==> src/rtl/irq_evt_pkg.sv <==
package irq_evt_pkg;

  localparam int ADDR_W = 3;

  // register port address map
  localparam logic [ADDR_W-1:0] A_EVT_SET = 3'd0;
  localparam logic [ADDR_W-1:0] A_EVT_CLR = 3'd1;
  localparam logic [ADDR_W-1:0] A_MSK_SET = 3'd2;
  localparam logic [ADDR_W-1:0] A_MSK_CLR = 3'd3;
  localparam logic [ADDR_W-1:0] A_ERR_SET = 3'd4;
  localparam logic [ADDR_W-1:0] A_ERR_CLR = 3'd5;

  typedef enum logic [1:0] {
    RD_NONE = 2'd0,
    RD_EVT  = 2'd1,
    RD_MSK  = 2'd2,
    RD_ERR  = 2'd3
  } rd_sel_e;

  // write strobes from control to datapath
  typedef struct packed {
    logic evtSet;
    logic evtClr;
    logic mskSet;
    logic mskClr;
    logic errSet;
    logic errClr;
  } wr_strobe_t;

endpackage

==> src/rtl/irq_evt_ctrl.sv <==
module irq_evt_ctrl
  import irq_evt_pkg::*;
(
  input  logic              wrEn,
  input  logic [ADDR_W-1:0] regAddr,
  output wr_strobe_t        strobe,
  output rd_sel_e           rdSel
);

  always_comb begin
    strobe = '0;
    if (wrEn) begin
      case (regAddr)
        A_EVT_SET: strobe.evtSet = 1'b1;
        A_EVT_CLR: strobe.evtClr = 1'b1;
        A_MSK_SET: strobe.mskSet = 1'b1;
        A_MSK_CLR: strobe.mskClr = 1'b1;
        A_ERR_SET: strobe.errSet = 1'b1;
        A_ERR_CLR: strobe.errClr = 1'b1;
        default:   strobe = '0;
      endcase
    end
  end

  always_comb begin
    case (regAddr)
      A_EVT_SET, A_EVT_CLR: rdSel = RD_EVT;
      A_MSK_SET, A_MSK_CLR: rdSel = RD_MSK;
      A_ERR_SET, A_ERR_CLR: rdSel = RD_ERR;
      default:              rdSel = RD_NONE;
    endcase
  end

endmodule

==> src/rtl/irq_evt_dp.sv <==
module irq_evt_dp
  import irq_evt_pkg::*;
#(
  parameter int EVT_W = 32,
  parameter int ERR_W = 8
) (
  input  logic             clk,
  input  logic             rstN,
  input  wr_strobe_t       strobe,
  input  rd_sel_e          rdSel,
  input  logic [EVT_W-1:0] wrData,
  input  logic [EVT_W-3:0] srcIn,
  input  logic [ERR_W-1:0] errIn,
  output logic [EVT_W-2:0] evtQ,
  output logic [EVT_W-1:0] maskQ,
  output logic [ERR_W-1:0] errQ,
  output logic [EVT_W-1:0] rdData
);

  localparam int SRC_W  = EVT_W - 2;
  localparam int EVTR_W = EVT_W - 1;

  logic [SRC_W-1:0]  srcPrev;
  logic [SRC_W-1:0]  srcEdge;
  logic [EVTR_W-1:0] hwSet;
  logic [EVTR_W-1:0] swSet;
  logic [EVTR_W-1:0] swClr;
  logic [EVTR_W-1:0] evtNext;
  logic [EVT_W-1:0]  maskNext;
  logic [ERR_W-1:0]  errNext;

  always_ff @(posedge clk or negedge rstN) begin
    if (!rstN) srcPrev <= '0;
    else       srcPrev <= srcIn;
  end

  assign srcEdge = srcIn & ~srcPrev;
  assign hwSet   = {|errQ, srcEdge};
  assign swSet   = strobe.evtSet ? wrData[EVTR_W-1:0] : '0;
  assign swClr   = strobe.evtClr ? wrData[EVTR_W-1:0] : '0;

  // sets take priority over a clear in the same cycle
  assign evtNext = (evtQ & ~swClr) | swSet | hwSet;

  always_comb begin
    maskNext = maskQ;
    if (strobe.mskSet) maskNext = maskQ | wrData;
    if (strobe.mskClr) maskNext = maskQ & ~wrData;
  end

  always_comb begin
    errNext = errQ;
    if (strobe.errClr) errNext = errNext & ~wrData[ERR_W-1:0];
    if (strobe.errSet) errNext = errNext | wrData[ERR_W-1:0];
    errNext = errNext | errIn;
  end

  always_ff @(posedge clk or negedge rstN) begin
    if (!rstN) begin
      evtQ  <= '0;
      maskQ <= '0;
      errQ  <= '0;
    end else begin
      evtQ  <= evtNext;
      maskQ <= maskNext;
      errQ  <= errNext;
    end
  end

  always_comb begin
    rdData = '0;
    case (rdSel)
      RD_EVT:  rdData[EVTR_W-1:0] = evtQ;
      RD_MSK:  rdData = maskQ;
      RD_ERR:  rdData[ERR_W-1:0] = errQ;
      default: rdData = '0;
    endcase
  end

endmodule

==> src/rtl/irq_evt_top.sv <==
module irq_evt_top
  import irq_evt_pkg::*;
#(
  parameter int EVT_W = 32,
  parameter int ERR_W = 8
) (
  input  logic              clk,
  input  logic              rstN,
  input  logic              wrEn,
  input  logic [ADDR_W-1:0] regAddr,
  input  logic [EVT_W-1:0]  wrData,
  output logic [EVT_W-1:0]  rdData,
  input  logic [EVT_W-3:0]  srcIn,
  input  logic [ERR_W-1:0]  errIn,
  output logic              irqOut
);

  localparam int MASTER_BIT = EVT_W - 1;

  wr_strobe_t       strobe;
  rd_sel_e          rdSel;
  logic [EVT_W-2:0] evtQ;
  logic [EVT_W-1:0] maskQ;
  logic [ERR_W-1:0] errQ;

  irq_evt_ctrl u_ctrl (
    .wrEn    (wrEn),
    .regAddr (regAddr),
    .strobe  (strobe),
    .rdSel   (rdSel)
  );

  irq_evt_dp #(.EVT_W(EVT_W), .ERR_W(ERR_W)) u_dp (
    .clk    (clk),
    .rstN   (rstN),
    .strobe (strobe),
    .rdSel  (rdSel),
    .wrData (wrData),
    .srcIn  (srcIn),
    .errIn  (errIn),
    .evtQ   (evtQ),
    .maskQ  (maskQ),
    .errQ   (errQ),
    .rdData (rdData)
  );

  assign irqOut = maskQ[MASTER_BIT] & (|(evtQ & maskQ[EVT_W-2:0]));

endmodule

==> config.mk <==
export PLATFORM = sky130hd
export DESIGN_NAME = irq_evt_top
export DESIGN_NICKNAME = d
export VERILOG_FILES = /design/src/rtl/irq_evt_pkg.sv /design/src/rtl/irq_evt_ctrl.sv /design/src/rtl/irq_evt_dp.sv /design/src/rtl/irq_evt_top.sv
export SDC_FILE = /design/constraint.sdc
export NUM_CORES = 1
export LEC_CHECK = 0
export BUFFER_PORTS_ARGS = -buffer_cell sky130_fd_sc_hd__buf_2
export CORE_UTILIZATION = 30
export DETAILED_ROUTE_END_ITERATION = 8
export MAX_ROUTING_LAYER = met4
export PLACE_DENSITY_LB_ADDON = 0.25
export SKIP_LAST_GASP = 1
export SLEW_MARGIN = 20
export SYNTH_ARGS = -nofsm -noshare
export SYNTH_HDL_FRONTEND = slang
export SYNTH_SLANG_ARGS = --single-unit
==> constraint.sdc <==
create_clock -name clk -period 3.8 [get_ports clk]
set_input_delay 0.38 -clock clk [delete_from_list [all_inputs] [get_ports clk]]
set_output_delay 0.38 -clock clk [all_outputs]
set_load 0.01 [all_outputs]
# --- Word level (Yosys, flattened, before mapping) ---
# Index checks and enable logic that the tools add are counted.
totals:
  reg_bits: 101
  in_bits: 76
  output_inout_bits: 33
  word_cells: 51
classes:
  n_eq_ne: 8
  muxes: 17
  bitwise_logic: 15
  n_reduce_logical: 7
ops:
  columns: ["op", "n"]
  rows:
  - ["$mux 32", 2]
  - ["$and 31x31->31", 2]
  - ["$mux 31", 2]
  - ["$or 31x31->31", 2]
  - ["$pmux 23 s2", 1]
  - ["$and 32x32->32", 1]
  - ["$not 32->32", 1]
  - ["$or 32x32->32", 1]
  - ["$not 31->31", 1]
  - ["$reduce_or 31->1", 1]
  - ["$and 30x30->30", 1]
  - ["$not 30->30", 1]
  - ["$pmux 8 s3", 1]
  - ["$mux 8", 2]
  - ["$or 8x8->8", 2]
  - ["$and 8x8->8", 1]
  - ["$not 8->8", 1]
  - ["$reduce_or 8->1", 1]
  - ["$mux 1", 7]
  - ["$eq 3x2->1 const B", 2]
  - ["$eq 3x3->1 const B", 2]
  - ["$mux 6", 1]
  - ["$pmux 2 s3", 1]
  - ["$reduce_or 2->1", 3]
  - ["6 further kinds", 7]

# --- Depth between registers and ports, before layout ---
logic_depth:
  depth_word: 8
  ltp_mapped: 6
  depth_no_buf: 5

# --- Cells and area by module ---
# A second synthesis with hierarchy kept.
hier_totals:
  hier_cells: 396
  area_unflattened_um2: 4466.8
by_module_without_submodules:
  columns: ["mod", "n_inst", "cells_each", "area_each_um2", "seq_area_each_um2"]
  rows:
  - ["irq_evt_dp", 1, 369, 4210.3, 2527.4]
  - ["irq_evt_top", 1, 19, 168.9, 0.0]
  - ["irq_evt_ctrl", 1, 8, 87.6, 0.0]

# --- Worst setup path before layout ---
# No wires, ideal clock.
synth_path:
  path_kind: "input to output"
  from: "input port regAddr[1]"
  to: "output port rdData[0]"
  arrival_time_ns: 1.478
  t_required_ns: 3.420
  setup_slack_ns: 1.942
  stages: 6
  path_buffers: 1
  path_cell_list: "xnor2_1 -> inv_1 -> ha_1 -> clkbuf_1 -> a222oi_1 -> nor2_1"
synth_between:
  elab_chain_len: 5
  word_cells_on_any_way: 14
  cone_classes: "eq/ne: 8; mux: 2; reduce/logical: 4"
synth_lines:
  columns: ["item", "line", "source"]
  rows:
  - ["from (decl)", "irq_evt_top.sv:10", "input logic [ADDR_W-1:0] regAddr,"]
  - ["$eq 3x3->1, or another cell as far along", "irq_evt_ctrl.sv:26", "case (regAddr)"]
  - ["$reduce_or 2->1", "irq_evt_ctrl.sv:26", null]
  - ["$pmux 2 s3 *", "irq_evt_ctrl.sv:26", null]
  - ["$eq 2x2->1 / $eq 2x1->1 (equally long branches)", "irq_evt_dp.sv:72", "case (rdSel)"]
  - ["$pmux 8 s3 *", "irq_evt_dp.sv:72", null]
  - ["to (decl)", "irq_evt_top.sv:12", "output logic [EVT_W-1:0] rdData,"]
# Mark *: on every way between the ends. The rest lies on a longest branch, timed or not.

# --- Worst setup path after layout ---
layout_path:
  from: "input port regAddr[1]"
  to: "output port rdData[6]"
# The elaborated chain is that of the path after synthesis.

==> flow_metrics.env <==
export IMPL_status="complete, no violations"
export IMPL_cp_start_kind="input port"
export IMPL_drive_above_1_share=0.246
export IMPL_fin_crit_sh=0.727
export IMPL_coreArea_um2=14500
export IMPL_grt_usage=0.189
export IMPL_rsz0062_at_grt="no"
export IMPL_p_total_mw=2.69
export IMPL_antenna_found_initial=0
export IMPL_fmax_ghz=0.362
export IMPL_ctsHoldBuffers=0
export IMPL_maxCapViolCount=0
export IMPL_chipHeight_um=124
export IMPL_num_rows=44
export IMPL_multi_input_area_um2=1790
export IMPL_ctsHtreeMaxLevel=3
export IMPL_p_leak_nw=2.34
export IMPL_final_hold_viol_count=0
export IMPL_hold_worst_slack_ns=0.0989
export IMPL_yosysUniqueCellTypes=27
export IMPL_finalSetupViolCount=0
export IMPL_grt_util_met3=0.0453
export IMPL_dpl_cell_count=700
export IMPL_die_area_um2=15300
export IMPL_ctsResizeCount=0
export IMPL_p_int_mw=1.96
export IMPL_dr_pass1_iters=5
export IMPL_endpoint_kind="output port"
export IMPL_dpl_instance_area_um2=5150
export IMPL_syn_to_final_growth_pct=23.6
export IMPL_synth_nets=508
export IMPL_layoutNonFillerInstCount=717
export IMPL_synth_seq_cells=101
export IMPL_cts_tree="yes"
export IMPL_vias=3797
export IMPL_fin_area_um2=5480
export IMPL_postCtsSetupBuffers=0
export IMPL_synthTopCellsByArea="dfrtp_1, a221o_1, nand2_1"
export IMPL_post_dp_hpwl_um=8900
export IMPL_drt_wl_total_um=13300
export IMPL_fillerInstances=1443
export IMPL_synth_top_area_cell="dfrtp_1"
export IMPL_grt_start_max_net_pins=86
export IMPL_nets=607
export IMPL_tightest_slew_ns=0.910
export IMPL_regArea_um2=2530
export IMPL_synth_top_area_share=0.570
export IMPL_portBuffers=108
export IMPL_vias_per_cell=5.30
export IMPL_place_congestion=0.823
export IMPL_crit_fanout=16
export IMPL_syn_area_um2=4430
export IMPL_clockBufferDepth=2
export IMPL_hold_class="in -> async"
export IMPL_use_met1=0.251
export IMPL_place_ws_ns=1.07
export IMPL_clkLatencyLatePin_ns=0.35
export IMPL_seq_area_frac_synth=0.570
export IMPL_finalMaxSlewViolations=0
export IMPL_tns_ns=0
export IMPL_drt_iter0_markers=294
export IMPL_slew_headroom=0.393
export IMPL_powerDensity_nw_per_um2=490
export IMPL_crit_arrival_ns=2.38
export IMPL_swShare=0.268
export IMPL_p_switching_uw=720
export IMPL_numCtsBuffers=9
export IMPL_grt_pass1_vias=3696
export IMPL_skew_ns=0.00564
export IMPL_ant_nets=0
export IMPL_utilization=0.378
export IMPL_cp_data_required_time_ns=3.42
export IMPL_cts_root_buf="clkbuf_16"
export IMPL_grt_most_used_layer="met2"
export IMPL_grt_use_met2=0.287
export IMPL_start_util=0.306
export IMPL_post_synth_cell_area_avg_um2=10.4
export IMPL_setup_ws_ns=1.04
export IMPL_power_share_combinational=0.155
export IMPL_pwr_share_clk=0.375
export IMPL_ys_warnings_count=0
export IMPL_path_class="in -> out"
export IMPL_wl_per_cell_um=18.5
export IMPL_p_seq_frac=0.470
export IMPL_die_x_um=124
export IMPL_io_pins=109
export IMPL_vdd_ir_drop_max_uv=211
export IMPL_period_minus_slack_ns=2.76
export IMPL_route_detailed_drc=0
export IMPL_grt_pass1_wl_um=20500
export IMPL_syn_inst=428
export IMPL_grt_overflow_total=0
export IMPL_cts_num_sinks=101
export IMPL_path_clk_slew_ns=0.07
==> synth_stat cells <==
cell      instances
o21ai_1          32
clkbuf_1         14
and4_1            1
a22oi_1          29
and4bb_1          1
ha_1              4
buf_4             3
and3b_1           1
nand4_1           2
o31a_1            1
xnor2_1           1
buf_2             7
a22o_1            4
nor4_1            2
a222oi_1          9
buf_1             2
a221o_1          39
nor4b_2           1
inv_1             2
dfrtp_1         101
nor2b_1          30
nand2_1         104
a221oi_1          4
nor2_1           31
nand3_1           1
and2_1            1
nor4bb_1          1
==> critical path, cell delays in order <==
cell	delay, ns
buf_2	0.16
xnor2_1	0.30
ha_1	0.68
buf_4	0.35
a222oi_1	0.13
nor2_1	0.20
buf_2	0.17
==> power groups by stage <==
stage               Clock [mW]  Combinational (mW)  Sequential (mW)
global route              1.08               0.469             1.27
detailed placement           0               0.423             1.28
finish                    1.01               0.417             1.26
CTS                       1.04               0.424             1.26
global placement             0               0.415             1.28
floorplan                    0               0.239             1.25
==> per-layer routing <==
metal / vias up / part of all wire / wire (um)
met5: - / 0 / 0
met4: 0 / 0.011 / 151
met3: 11 / 0.042 / 553
met2: 96 / 0.48 / 6320
met1: 1924 / 0.47 / 6240
li1: 1766 / - / -
==> cell type report <==
cell class	instances	area share
multi-input combinational	299	0.327
clock inverter	4	0.0128
inverter	2	0.00137
sequential	101	0.461
antenna	1	0.000457
tap	184	0.0420
timing repair buffer	114	0.108
clock buffer	12	0.0468
==> worst paths after layout <==
kind                               from                to  slack [ns]  cells after the start
setup / recovery             regAddr[1]         rdData[6]        1.04                      7
hold / removal                     rstN  u_dp.srcPrev[21]         0.1                      1
setup reg to reg           u_dp.errQ[7]     u_dp.evtQ[30]        2.49                      3
hold reg to reg                    flop              flop        0.52                      2
max in group asynchronous          rstN   u_dp.srcPrev[0]        2.93                      2
min in group clk              srcIn[29]  u_dp.srcPrev[29]        0.14                      1
==> placed cells by master, fill, tap and decap left out, types with 2 or more instances in the layout <==
cell       instances
nor4_1             2
dfrtp_1          101
a22oi_1           29
clkinv_2           2
ha_1               3
nand4_1            2
clkbuf_16          9
a221oi_1           4
inv_1              2
nor2b_1           30
nor2_1            31
a22o_1             4
bufinv_16          2
o21ai_1           32
a221o_1           39
nand2_1          104
buf_2            107
clkbuf_8           2
a222oi_1           9
buf_4              6
==> cells by family after synthesis <==
group / share of synthesized area
AND/OR/NAND/NOR: 0.177
flip-flops: 0.570
adder cells (fa/ha/maj): 0.0113
AO/OA/AOI/OAI: 0.211
XOR/XNOR: 0.00198
buffers and inverters: 0.0282
No activity file was read; power rests on OpenSTA's default activity.
